<file path="config.mk">
export PLATFORM = sky130hd
export DESIGN_NAME = hpt_walker
export DESIGN_NICKNAME = d
export VERILOG_FILES = /design/src/rtl/hpt_pkg.sv /design/src/rtl/hpt_hash.sv /design/src/rtl/hpt_match.sv /design/src/rtl/hpt_perm.sv /design/src/rtl/hpt_walker.sv
export SDC_FILE = /design/constraint.sdc
export NUM_CORES = 1
export LEC_CHECK = 0
export ABC_AREA = 1
export BUFFER_PORTS_ARGS = -buffer_cell sky130_fd_sc_hd__buf_2
export CAP_MARGIN = 0
export CORE_UTILIZATION = 59
export CTS_CLUSTER_SIZE = 25
export DETAILED_ROUTE_END_ITERATION = 12
export PLACE_DENSITY = 0.87
export SYNTH_ARGS = -nofsm -noshare
export SYNTH_HDL_FRONTEND = slang
export SYNTH_HIERARCHICAL = 1
export SYNTH_SLANG_ARGS = --single-unit
</file>
<file path="constraint.sdc">
create_clock -name clk -period 3.1 [get_ports clk]
set_input_delay 0.62 -clock clk [delete_from_list [all_inputs] [get_ports clk]]
set_output_delay 0.62 -clock clk [all_outputs]
set_load 0.05 [all_outputs]
</file>
<file path="src/rtl/hpt_pkg.sv">
package hpt_pkg;
    localparam int WORD_W     = 32;
    localparam int RPN_W      = 20;
    localparam int VSID_W     = 24;
    localparam int PIDX_W     = 16;
    localparam int HASH_W     = 19;

    localparam int SEG_DIRECT_BIT = 31;
    localparam int SEG_KEY_SUP    = 30;
    localparam int SEG_KEY_USR    = 29;
    localparam int SEG_NOEXEC_BIT = 28;

    localparam int PTE_VALID_BIT  = 31;
    localparam int PTE_HSEL_BIT   = 6;
    localparam int PTE_REF_BIT    = 8;
    localparam int PTE_CHG_BIT    = 7;

    localparam logic [WORD_W-1:0] CMP_MASK     = 32'h7FFF_FFBF;
    localparam logic [WORD_W-1:0] CONSIST_MASK = 32'hFFFF_F07B;
    localparam logic [WORD_W-1:0] ALT_HASH_KEEP = 32'h01FF_FFC0;

    typedef enum logic [2:0] {
        XS_HIT    = 3'd0,
        XS_MISS   = 3'd1,
        XS_PROT   = 3'd2,
        XS_NOEXEC = 3'd3,
        XS_DIRECT = 3'd4
    } xlat_status_e;

    typedef enum logic [2:0] {
        W_IDLE, W_RD0, W_RD1, W_CHK, W_END, W_WB, W_RSP
    } walk_state_e;

    typedef struct packed {
        logic rd;
        logic wr;
    } perm_t;

    function automatic perm_t pp_grant(input logic key, input logic [1:0] pp);
        perm_t p;
        if (!key) begin
            p.rd = 1'b1;
            p.wr = (pp != 2'd3);
        end else begin
            unique case (pp)
                2'd0:    p = '{rd: 1'b0, wr: 1'b0};
                2'd2:    p = '{rd: 1'b1, wr: 1'b1};
                default: p = '{rd: 1'b1, wr: 1'b0};
            endcase
        end
        return p;
    endfunction
endpackage

</file>
<file path="src/rtl/hpt_hash.sv">
module hpt_hash
    import hpt_pkg::*;
(
    input  logic [WORD_W-1:0] seg,
    input  logic [WORD_W-1:0] ea,
    input  logic [WORD_W-1:0] base,
    input  logic              hsel,
    input  logic              user,
    output logic              key,
    output logic [WORD_W-1:0] group_addr,
    output logic [WORD_W-1:0] cmp_val
);
    logic [VSID_W-1:0] vsid;
    logic [PIDX_W-1:0] pidx;
    logic [HASH_W-1:0] mix;
    logic [WORD_W-1:0] h_first, h_sel, tbl_mask;

    always_comb begin
        vsid     = seg[VSID_W-1:0];
        pidx     = ea[27:12];
        mix      = vsid[HASH_W-1:0] ^ {{(HASH_W-PIDX_W){1'b0}}, pidx};
        h_first  = {7'b0, mix, 6'b0};
        h_sel    = hsel ? (~h_first & ALT_HASH_KEEP) : h_first;
        tbl_mask = {7'b0, base[8:0], 16'hFFC0};
        group_addr = {base[31:16], 16'h0000} | (h_sel & tbl_mask);
        cmp_val  = {1'b0, vsid, 1'b0, pidx[15:10]};
        key      = (seg[SEG_KEY_USR] & user) | (seg[SEG_KEY_SUP] & ~user);
    end
endmodule

</file>
<file path="src/rtl/hpt_match.sv">
module hpt_match
    import hpt_pkg::*;
(
    input  logic [WORD_W-1:0] w0,
    input  logic [WORD_W-1:0] cmp_val,
    input  logic              hsel,
    output logic              hit
);
    always_comb begin
        hit = w0[PTE_VALID_BIT] && (w0[PTE_HSEL_BIT] == hsel) &&
              ((w0 & CMP_MASK) == cmp_val);
    end
endmodule

</file>
<file path="src/rtl/hpt_perm.sv">
module hpt_perm
    import hpt_pkg::*;
(
    input  logic       key,
    input  logic [1:0] pp,
    output perm_t      perm
);
    always_comb perm = pp_grant(key, pp);
endmodule

</file>
<file path="src/rtl/hpt_walker.sv">
module hpt_walker
    import hpt_pkg::*;
#(
    parameter int GROUP_ENTRIES = 8
) (
    input  logic              clk,
    input  logic              rst,
    input  logic              req_valid,
    output logic              req_ready,
    input  logic [WORD_W-1:0] req_ea,
    input  logic              req_write,
    input  logic              req_fetch,
    input  logic              req_user,
    input  logic [WORD_W-1:0] req_seg,
    input  logic [WORD_W-1:0] req_base,
    output logic              rsp_valid,
    input  logic              rsp_ack,
    output logic [2:0]        rsp_status,
    output logic [RPN_W-1:0]  rsp_rpn,
    output logic              rsp_perm_r,
    output logic              rsp_perm_w,
    output logic              mem_req,
    output logic              mem_we,
    output logic [WORD_W-1:0] mem_addr,
    output logic [WORD_W-1:0] mem_wdata,
    input  logic [WORD_W-1:0] mem_rdata
);
    localparam int IDX_W = (GROUP_ENTRIES > 1) ? $clog2(GROUP_ENTRIES) : 1;
    localparam logic [IDX_W-1:0] LAST_IDX = IDX_W'(GROUP_ENTRIES - 1);

    walk_state_e       state;
    logic [WORD_W-1:0] ea_q, seg_q, base_q, keep_q, wb_q;
    logic              wr_q, user_q, sel_q, found_q, conflict_q;
    logic [IDX_W-1:0]  idx_q, good_q;
    xlat_status_e      status_q;
    logic [RPN_W-1:0]  rpn_q;
    logic              pr_q, pw_q;

    logic              key;
    logic [WORD_W-1:0] group_addr, cmp_val, entry_addr, upd_w1;
    logic              w0_hit, granted;
    perm_t             perm;

    hpt_hash u_hash (
        .seg(seg_q), .ea(ea_q), .base(base_q), .hsel(sel_q), .user(user_q),
        .key(key), .group_addr(group_addr), .cmp_val(cmp_val)
    );

    hpt_match u_match (
        .w0(mem_rdata), .cmp_val(cmp_val), .hsel(sel_q), .hit(w0_hit)
    );

    hpt_perm u_perm (
        .key(key), .pp(keep_q[1:0]), .perm(perm)
    );

    always_comb begin
        entry_addr = group_addr | (WORD_W'(idx_q) << 3);
        granted    = wr_q ? perm.wr : perm.rd;
        upd_w1     = keep_q | (WORD_W'(1) << PTE_REF_BIT) |
                     (wr_q ? (WORD_W'(1) << PTE_CHG_BIT) : '0);
    end

    always_comb begin
        mem_req   = 1'b0;
        mem_we    = 1'b0;
        mem_addr  = '0;
        mem_wdata = '0;
        unique case (state)
            W_RD0: begin
                mem_req  = 1'b1;
                mem_addr = entry_addr;
            end
            W_RD1: begin
                mem_req  = w0_hit;
                mem_addr = entry_addr | 32'h4;
            end
            W_WB: begin
                mem_req   = 1'b1;
                mem_we    = 1'b1;
                mem_addr  = group_addr | (WORD_W'(good_q) << 3) | 32'h4;
                mem_wdata = wb_q;
            end
            default: ;
        endcase
    end

    always_ff @(posedge clk) begin
        if (rst) begin
            state      <= W_IDLE;
            ea_q       <= '0;
            seg_q      <= '0;
            base_q     <= '0;
            keep_q     <= '0;
            wb_q       <= '0;
            wr_q       <= 1'b0;
            user_q     <= 1'b0;
            sel_q      <= 1'b0;
            found_q    <= 1'b0;
            conflict_q <= 1'b0;
            idx_q      <= '0;
            good_q     <= '0;
            status_q   <= XS_MISS;
            rpn_q      <= '0;
            pr_q       <= 1'b0;
            pw_q       <= 1'b0;
        end else begin
            unique case (state)
                W_IDLE: if (req_valid) begin
                    ea_q       <= req_ea;
                    seg_q      <= req_seg;
                    base_q     <= req_base;
                    wr_q       <= req_write;
                    user_q     <= req_user;
                    sel_q      <= 1'b0;
                    idx_q      <= '0;
                    found_q    <= 1'b0;
                    conflict_q <= 1'b0;
                    rpn_q      <= '0;
                    pr_q       <= 1'b0;
                    pw_q       <= 1'b0;
                    if (req_seg[SEG_DIRECT_BIT]) begin
                        status_q <= XS_DIRECT;
                        state    <= W_RSP;
                    end else if (req_fetch && req_seg[SEG_NOEXEC_BIT]) begin
                        status_q <= XS_NOEXEC;
                        state    <= W_RSP;
                    end else begin
                        state    <= W_RD0;
                    end
                end
                W_RD0: state <= W_RD1;
                W_RD1: begin
                    if (w0_hit)                state <= W_CHK;
                    else if (idx_q == LAST_IDX) state <= W_END;
                    else begin
                        idx_q <= idx_q + 1'b1;
                        state <= W_RD0;
                    end
                end
                W_CHK: begin
                    if (!found_q) begin
                        found_q <= 1'b1;
                        keep_q  <= mem_rdata;
                        good_q  <= idx_q;
                    end else if ((mem_rdata & CONSIST_MASK) != (keep_q & CONSIST_MASK)) begin
                        conflict_q <= 1'b1;
                    end
                    if (idx_q == LAST_IDX) state <= W_END;
                    else begin
                        idx_q <= idx_q + 1'b1;
                        state <= W_RD0;
                    end
                end
                W_END: begin
                    if (!found_q) begin
                        if (!sel_q) begin
                            sel_q <= 1'b1;
                            idx_q <= '0;
                            state <= W_RD0;
                        end else begin
                            status_q <= XS_MISS;
                            state    <= W_RSP;
                        end
                    end else if (conflict_q || !granted) begin
                        status_q <= XS_PROT;
                        state    <= W_RSP;
                    end else begin
                        status_q <= XS_HIT;
                        rpn_q    <= keep_q[WORD_W-1:WORD_W-RPN_W];
                        pr_q     <= perm.rd;
                        pw_q     <= perm.wr & upd_w1[PTE_CHG_BIT];
                        wb_q     <= upd_w1;
                        state    <= (upd_w1 != keep_q) ? W_WB : W_RSP;
                    end
                end
                W_WB:  state <= W_RSP;
                W_RSP: if (rsp_ack) state <= W_IDLE;
                default: state <= W_IDLE;
            endcase
        end
    end

    assign req_ready  = (state == W_IDLE);
    assign rsp_valid  = (state == W_RSP);
    assign rsp_status = status_q;
    assign rsp_rpn    = rpn_q;
    assign rsp_perm_r = pr_q;
    assign rsp_perm_w = pw_q;


    rsp_hold_chk: assert property (@(posedge clk) disable iff (rst)
        rsp_valid && !rsp_ack |=> rsp_valid && $stable(rsp_status) &&
                                  $stable(rsp_rpn) && $stable(rsp_perm_w));


    mem_quiet_chk: assert property (@(posedge clk) disable iff (rst)
        (req_ready || rsp_valid) |-> !mem_req);


    wb_word1_chk: assert property (@(posedge clk) disable iff (rst)
        mem_req && mem_we |-> mem_addr[2:0] == 3'b100 && mem_wdata[PTE_REF_BIT]);


    nohit_perm_chk: assert property (@(posedge clk) disable iff (rst)
        rsp_valid && rsp_status != 3'(XS_HIT) |-> !rsp_perm_r && !rsp_perm_w && rsp_rpn == '0);


    store_hit_chk: assert property (@(posedge clk) disable iff (rst)
        rsp_valid && rsp_status == 3'(XS_HIT) && wr_q |-> rsp_perm_w && rsp_perm_r);


    direct_chk: assert property (@(posedge clk) disable iff (rst)
        req_ready && req_valid && req_seg[SEG_DIRECT_BIT] |=>
            rsp_valid && rsp_status == 3'(XS_DIRECT));
endmodule

</file>
After elaboration in Yosys (flattened, before gate mapping) --
Cells that the tools add are included.
Cells by class: $add $sub $neg 1, multipliers 0, bitwise gates (word level) 14, order comparisons 0, reduce and logical (&&, ||, !) cells 21, shift operators 0, eq/ne operators 24, div/mod/pow operators 0, mux-type cells 50
Operator list (number):
- 32-bit case mux with 3 select lines | 1
- 32-bit by 6-bit bitwise OR with 32-bit output | 2
- 20-bit 2-to-1 mux | 3
- 3-bit 2-to-1 mux | 18
- 20-bit case mux with 2 select lines | 1
- 32-bit by 25-bit bitwise AND with 32-bit output | 1
- 32-bit 2-to-1 mux | 1
- 32-bit != test | 1
- 32-bit bitwise OR | 1
- 32-bit by 8-bit bitwise OR with 32-bit output | 1
- 30-bit equality test | 1
- 26-bit != test | 1
- 25-bit 2-to-1 mux | 1
- 25-bit inverter | 1
- 3-bit case mux with 7 select lines | 1
- 19-bit by 16-bit XOR with 19-bit output | 1
- 2-bit != test, second input constant | 9
- 3-bit equality test, second input constant | 4
- 1-bit case mux with 2 select lines | 6
- 3-bit case mux with 4 select lines | 1
- 4-bit AND reduction | 3
- 1-bit 2-to-1 mux | 10
- 2-bit 2-to-1 mux | 4
- 8-bit 2-to-1 mux | 1
- 24 further kinds | 36
Word-level totals: register bits 194, bits in writable memories 0, logic and storage cells 127, memories kept 0, output and inout port bits 93, bits in latches 0, ROM bits 0

Logic depth before layout (Yosys ltp) --
depth after elaboration 10, gate-level depth with buffers 16

Cells and area by module --
Netlist, hierarchy kept.
Modules (own cells, without submodules):
- hpt_walker | area an instance 7951.4 µm², cells each 1123, instances 1
- hpt_hash | area an instance 850.8 µm², cells each 139, instances 1
- hpt_match | area an instance 669.4 µm², cells each 177, instances 1
- hpt_perm | area an instance 27.5 µm², cells each 7, instances 1

Least setup slack after synthesis --
OpenSTA, ideal clock, no wires.
path kind register -> output, start point register state[1], end point output port mem_wdata[10], stages on the path, launching flop included 7, buffers on the path 1, setup slack 0.091 ns, arrival time 2.389 ns, cells stage by stage dfxtp_1 -> inv_1 -> nand2_1 -> nor2_1 -> inv_1 -> clkbuf_1 -> nor2_1
On the way: word-level cells in the longest chain between the ends 2
RTL lines:
- start: declaration | RTL line hpt_walker.sv:31 | walk_state_e state;
- start signal: assignment | RTL line hpt_walker.sv:174 | state <= (upd_w1 != keep_q) ? W_WB : W_RSP;
- 3-bit equality test | RTL line hpt_walker.sv:69 | unique case (state)
- 32-bit 2-to-1 mux | RTL line hpt_walker.sv:69
- end: declaration | RTL line hpt_walker.sv:25 | output logic [WORD_W-1:0] mem_wdata,
Every way passes these cells.

Worst setup path in the final report --
start point register seg_q[16], end point output port mem_req
On the way: word-level cells in the longest chain between the ends 3
RTL lines:
- start: declaration | RTL line hpt_walker.sv:32 | logic [WORD_W-1:0] ea_q, seg_q, base_q, keep_q, wb_q;
- start signal: assignment | RTL line hpt_walker.sv:111 | seg_q <= req_seg;
- 30-bit equality test | RTL line hpt_match.sv:11 | ((w0 & CMP_MASK) == cmp_val);
- 1-bit logical AND | RTL line hpt_match.sv:10 | hit = w0[PTE_VALID_BIT] && (w0[PTE_HSEL_BIT] == hsel) &&
- via w0_hit | RTL line hpt_walker.sv:41 | logic w0_hit, granted;
- 1-bit case mux with 2 select lines | RTL line hpt_walker.sv:69
- end: declaration | RTL line hpt_walker.sv:22 | output logic mem_req,
The timed path passes the listed nets, and every way through them passes these cells.

==> impl_results.md <==
* Status: completed
* Critical Path Fanout Max at 5
* Layout fillers at approximately 1,200
* Post-CTS setup buffers at 0
* First-pass GRT wire length at ~34 mm
* Tmin final at 2.78 ns
* Clk_lat worst skew at between 0.4 and 0.5 ns
* Crit start category: flop
* HP Class: input port to flop
* Cts bufs inserted at 17
* CP endpoint kind: primary output
* RD Place Congestion at around 0.9
* TNS Setup at 0 ns
* Clock skew at between 0.004 and 0.005 ns
* Total GRT Usage at 0.290
* Post_cts resized at 0
* Post-Route WL at 21.4 mm
* GR Overflow Total at 0
* Post-Synthesis Cells at 1,330
* Worst-Margin Slew at 0.878 ns
* Via density at just under 5
* Largest net degree at the start of global routing at 72
* Final Cycle Share at 0.896
* Max-cap check violation count at 0
* Initial antenna violation count at 2
* Pins Over Slew Limit at 0
* Area growth, synth to finish at 15.0%
* CTS tree: done
* Ports at roughly 230
* Area post-placement at just over 9000 um2
* Height of the die at about 120 um
* Horiz. Die Dim at 122 um
* Worst EP arrival at approximately 2.2 ns
* # setup viols final at 0
* Final WS setup at approximately 0.32 ns
* Critical path class: flop to primary output
* Std-Cell Rows at between 40 and 50
* Mapped Avg Cell Area at between 6 and 7 um2
* Post-route DRC at 0
* PD cells at roughly 790 nW/um2
* Max clock buf depth at 2
* Final Hold Viols at 0
* Routed WL per cell at roughly 13 um
* Slowest CP cell: dfxtp_1
* Leak at ~4.6 nW
* DRT Pass-1 Iters at 6
* Vias in the first global route at ~7,100
* Hold wc startpoint: req_seg[9]
* Share of cells above drive strength 1 at 0.171
* Synth warn at 6
* Final HPWL DP at 15.2 mm
* Peak supply drop at around 0.55 mV
* WP data required at about 2.5 ns
* Critical Path Start: seg_q[16]
* Hold_buf cts at 0
* Via count of the routed design at between 8,000 and 9,000
* Unrepaired setup endpoints after global routing: false
* Reg-to-Reg Start: user_q
* Pre-CTS setup slack at between 0.4 and 0.5 ns
* Crit-path cells: inv_1 -> nand2_1 -> nand2_1 -> nor2_1 -> nand2_1 -> nor2_1 -> nand2_1 -> nor2_1 -> nand2_1 -> nand2_1 -> buf_2
* Most common cell after layout, fill and taps aside: nand2_1
* Clk root buf: clkbuf_16
* Initial core utilization at 0.612
* CTS sink count at between 150 and 200
* Clk slew on worst S/H paths at ~0.06 ns
* Slowest stage delay, CP at 0.41 ns
* Most frequent CP cell: nand2_1
* H-tree Lvls at 4
* Area of the mapped netlist at roughly 8600 um2
* Detail Route Antenna Nets at 0
* Final instance area at about 9800 um2
* Most frequent cells in the layout: nand2_1, buf_2, inv_1
* Layout net count at 1,590
* Fmax at 0.360 GHz
* Port bufs at around 200
* DRT iter0 DRCs at around 580
* Die ar. at between 10,000 and 15,000 um2
* Rel. slew slack at 0.412
* Core ar. at between 10,000 and 15,000 um2
final timing paths:
| path | to | slack, ns | cells after the start |
|---|---|---|---|
| worst max-delay path | mem_req | 0.32 | 11 |
| worst min-delay path | seg_q[9] | 0.43 | 3 |
| worst max register to register | wb_q[1] | 0.93 | 10 |
| worst min register to register | wb_q[2] | 0.46 | 2 |
flip-flops by register name, indices dropped and copies added (netlist names), 3 cells and up:
register,flops
seg_q,26
rsp_rpn,20
ea_q,16
wb_q,32
idx_q,3
rsp_status,3
base_q,25
keep_q,32
state,3
good_q,3
stage by stage:
step                      std cells  power (mW)  hold WS (ns)  utilization
after floorplan                1337        5.15         0.430            -
after global placement         1614        5.47         0.443        0.658
after detailed placement       1614        5.53         0.447        0.658
after CTS                      1646        7.81         0.423        0.703
after global routing           1648        8.27         0.433        0.703
final                          1648        7.81         0.430        0.703
critical path: cells and delay by family, from the launching register on:
kind	cells	cell delay, ns
simple gates	9	0.99
flops	1	0.41
buf+inv	2	0.33
power by group:
part	internal [mW]	switching, mW	leakage (nW)	total (mW)
sequential	2.51	0.299	1.38	2.81
combinational	0.751	1.97	2.95	2.72
clock	1.38	0.902	0.302	2.28
total	4.64	3.17	4.64	7.81
routing by layer:
metal | up-vias | part of all wire | GRT usage
li1 | 4232 | - | -
met1 | 3541 | 0.45 | 0.385
met2 | 317 | 0.46 | 0.462
met3 | 39 | 0.072 | 0.0553
met4 | 0 | 0.024 | 0.119
met5 | - | 0 | 0
cell type report:
type	count	area [um2]	area share
antenna	2	5.00	0.000509
clock buffer	19	443	0.0450
clock inverter	13	190	0.0193
inverter	188	708	0.0720
multi-input combinational	870	3810	0.387
sequential	170	3400	0.346
tap	180	225	0.0229
timing repair buffer	206	1050	0.107
(Power assumes the default switching activity.)
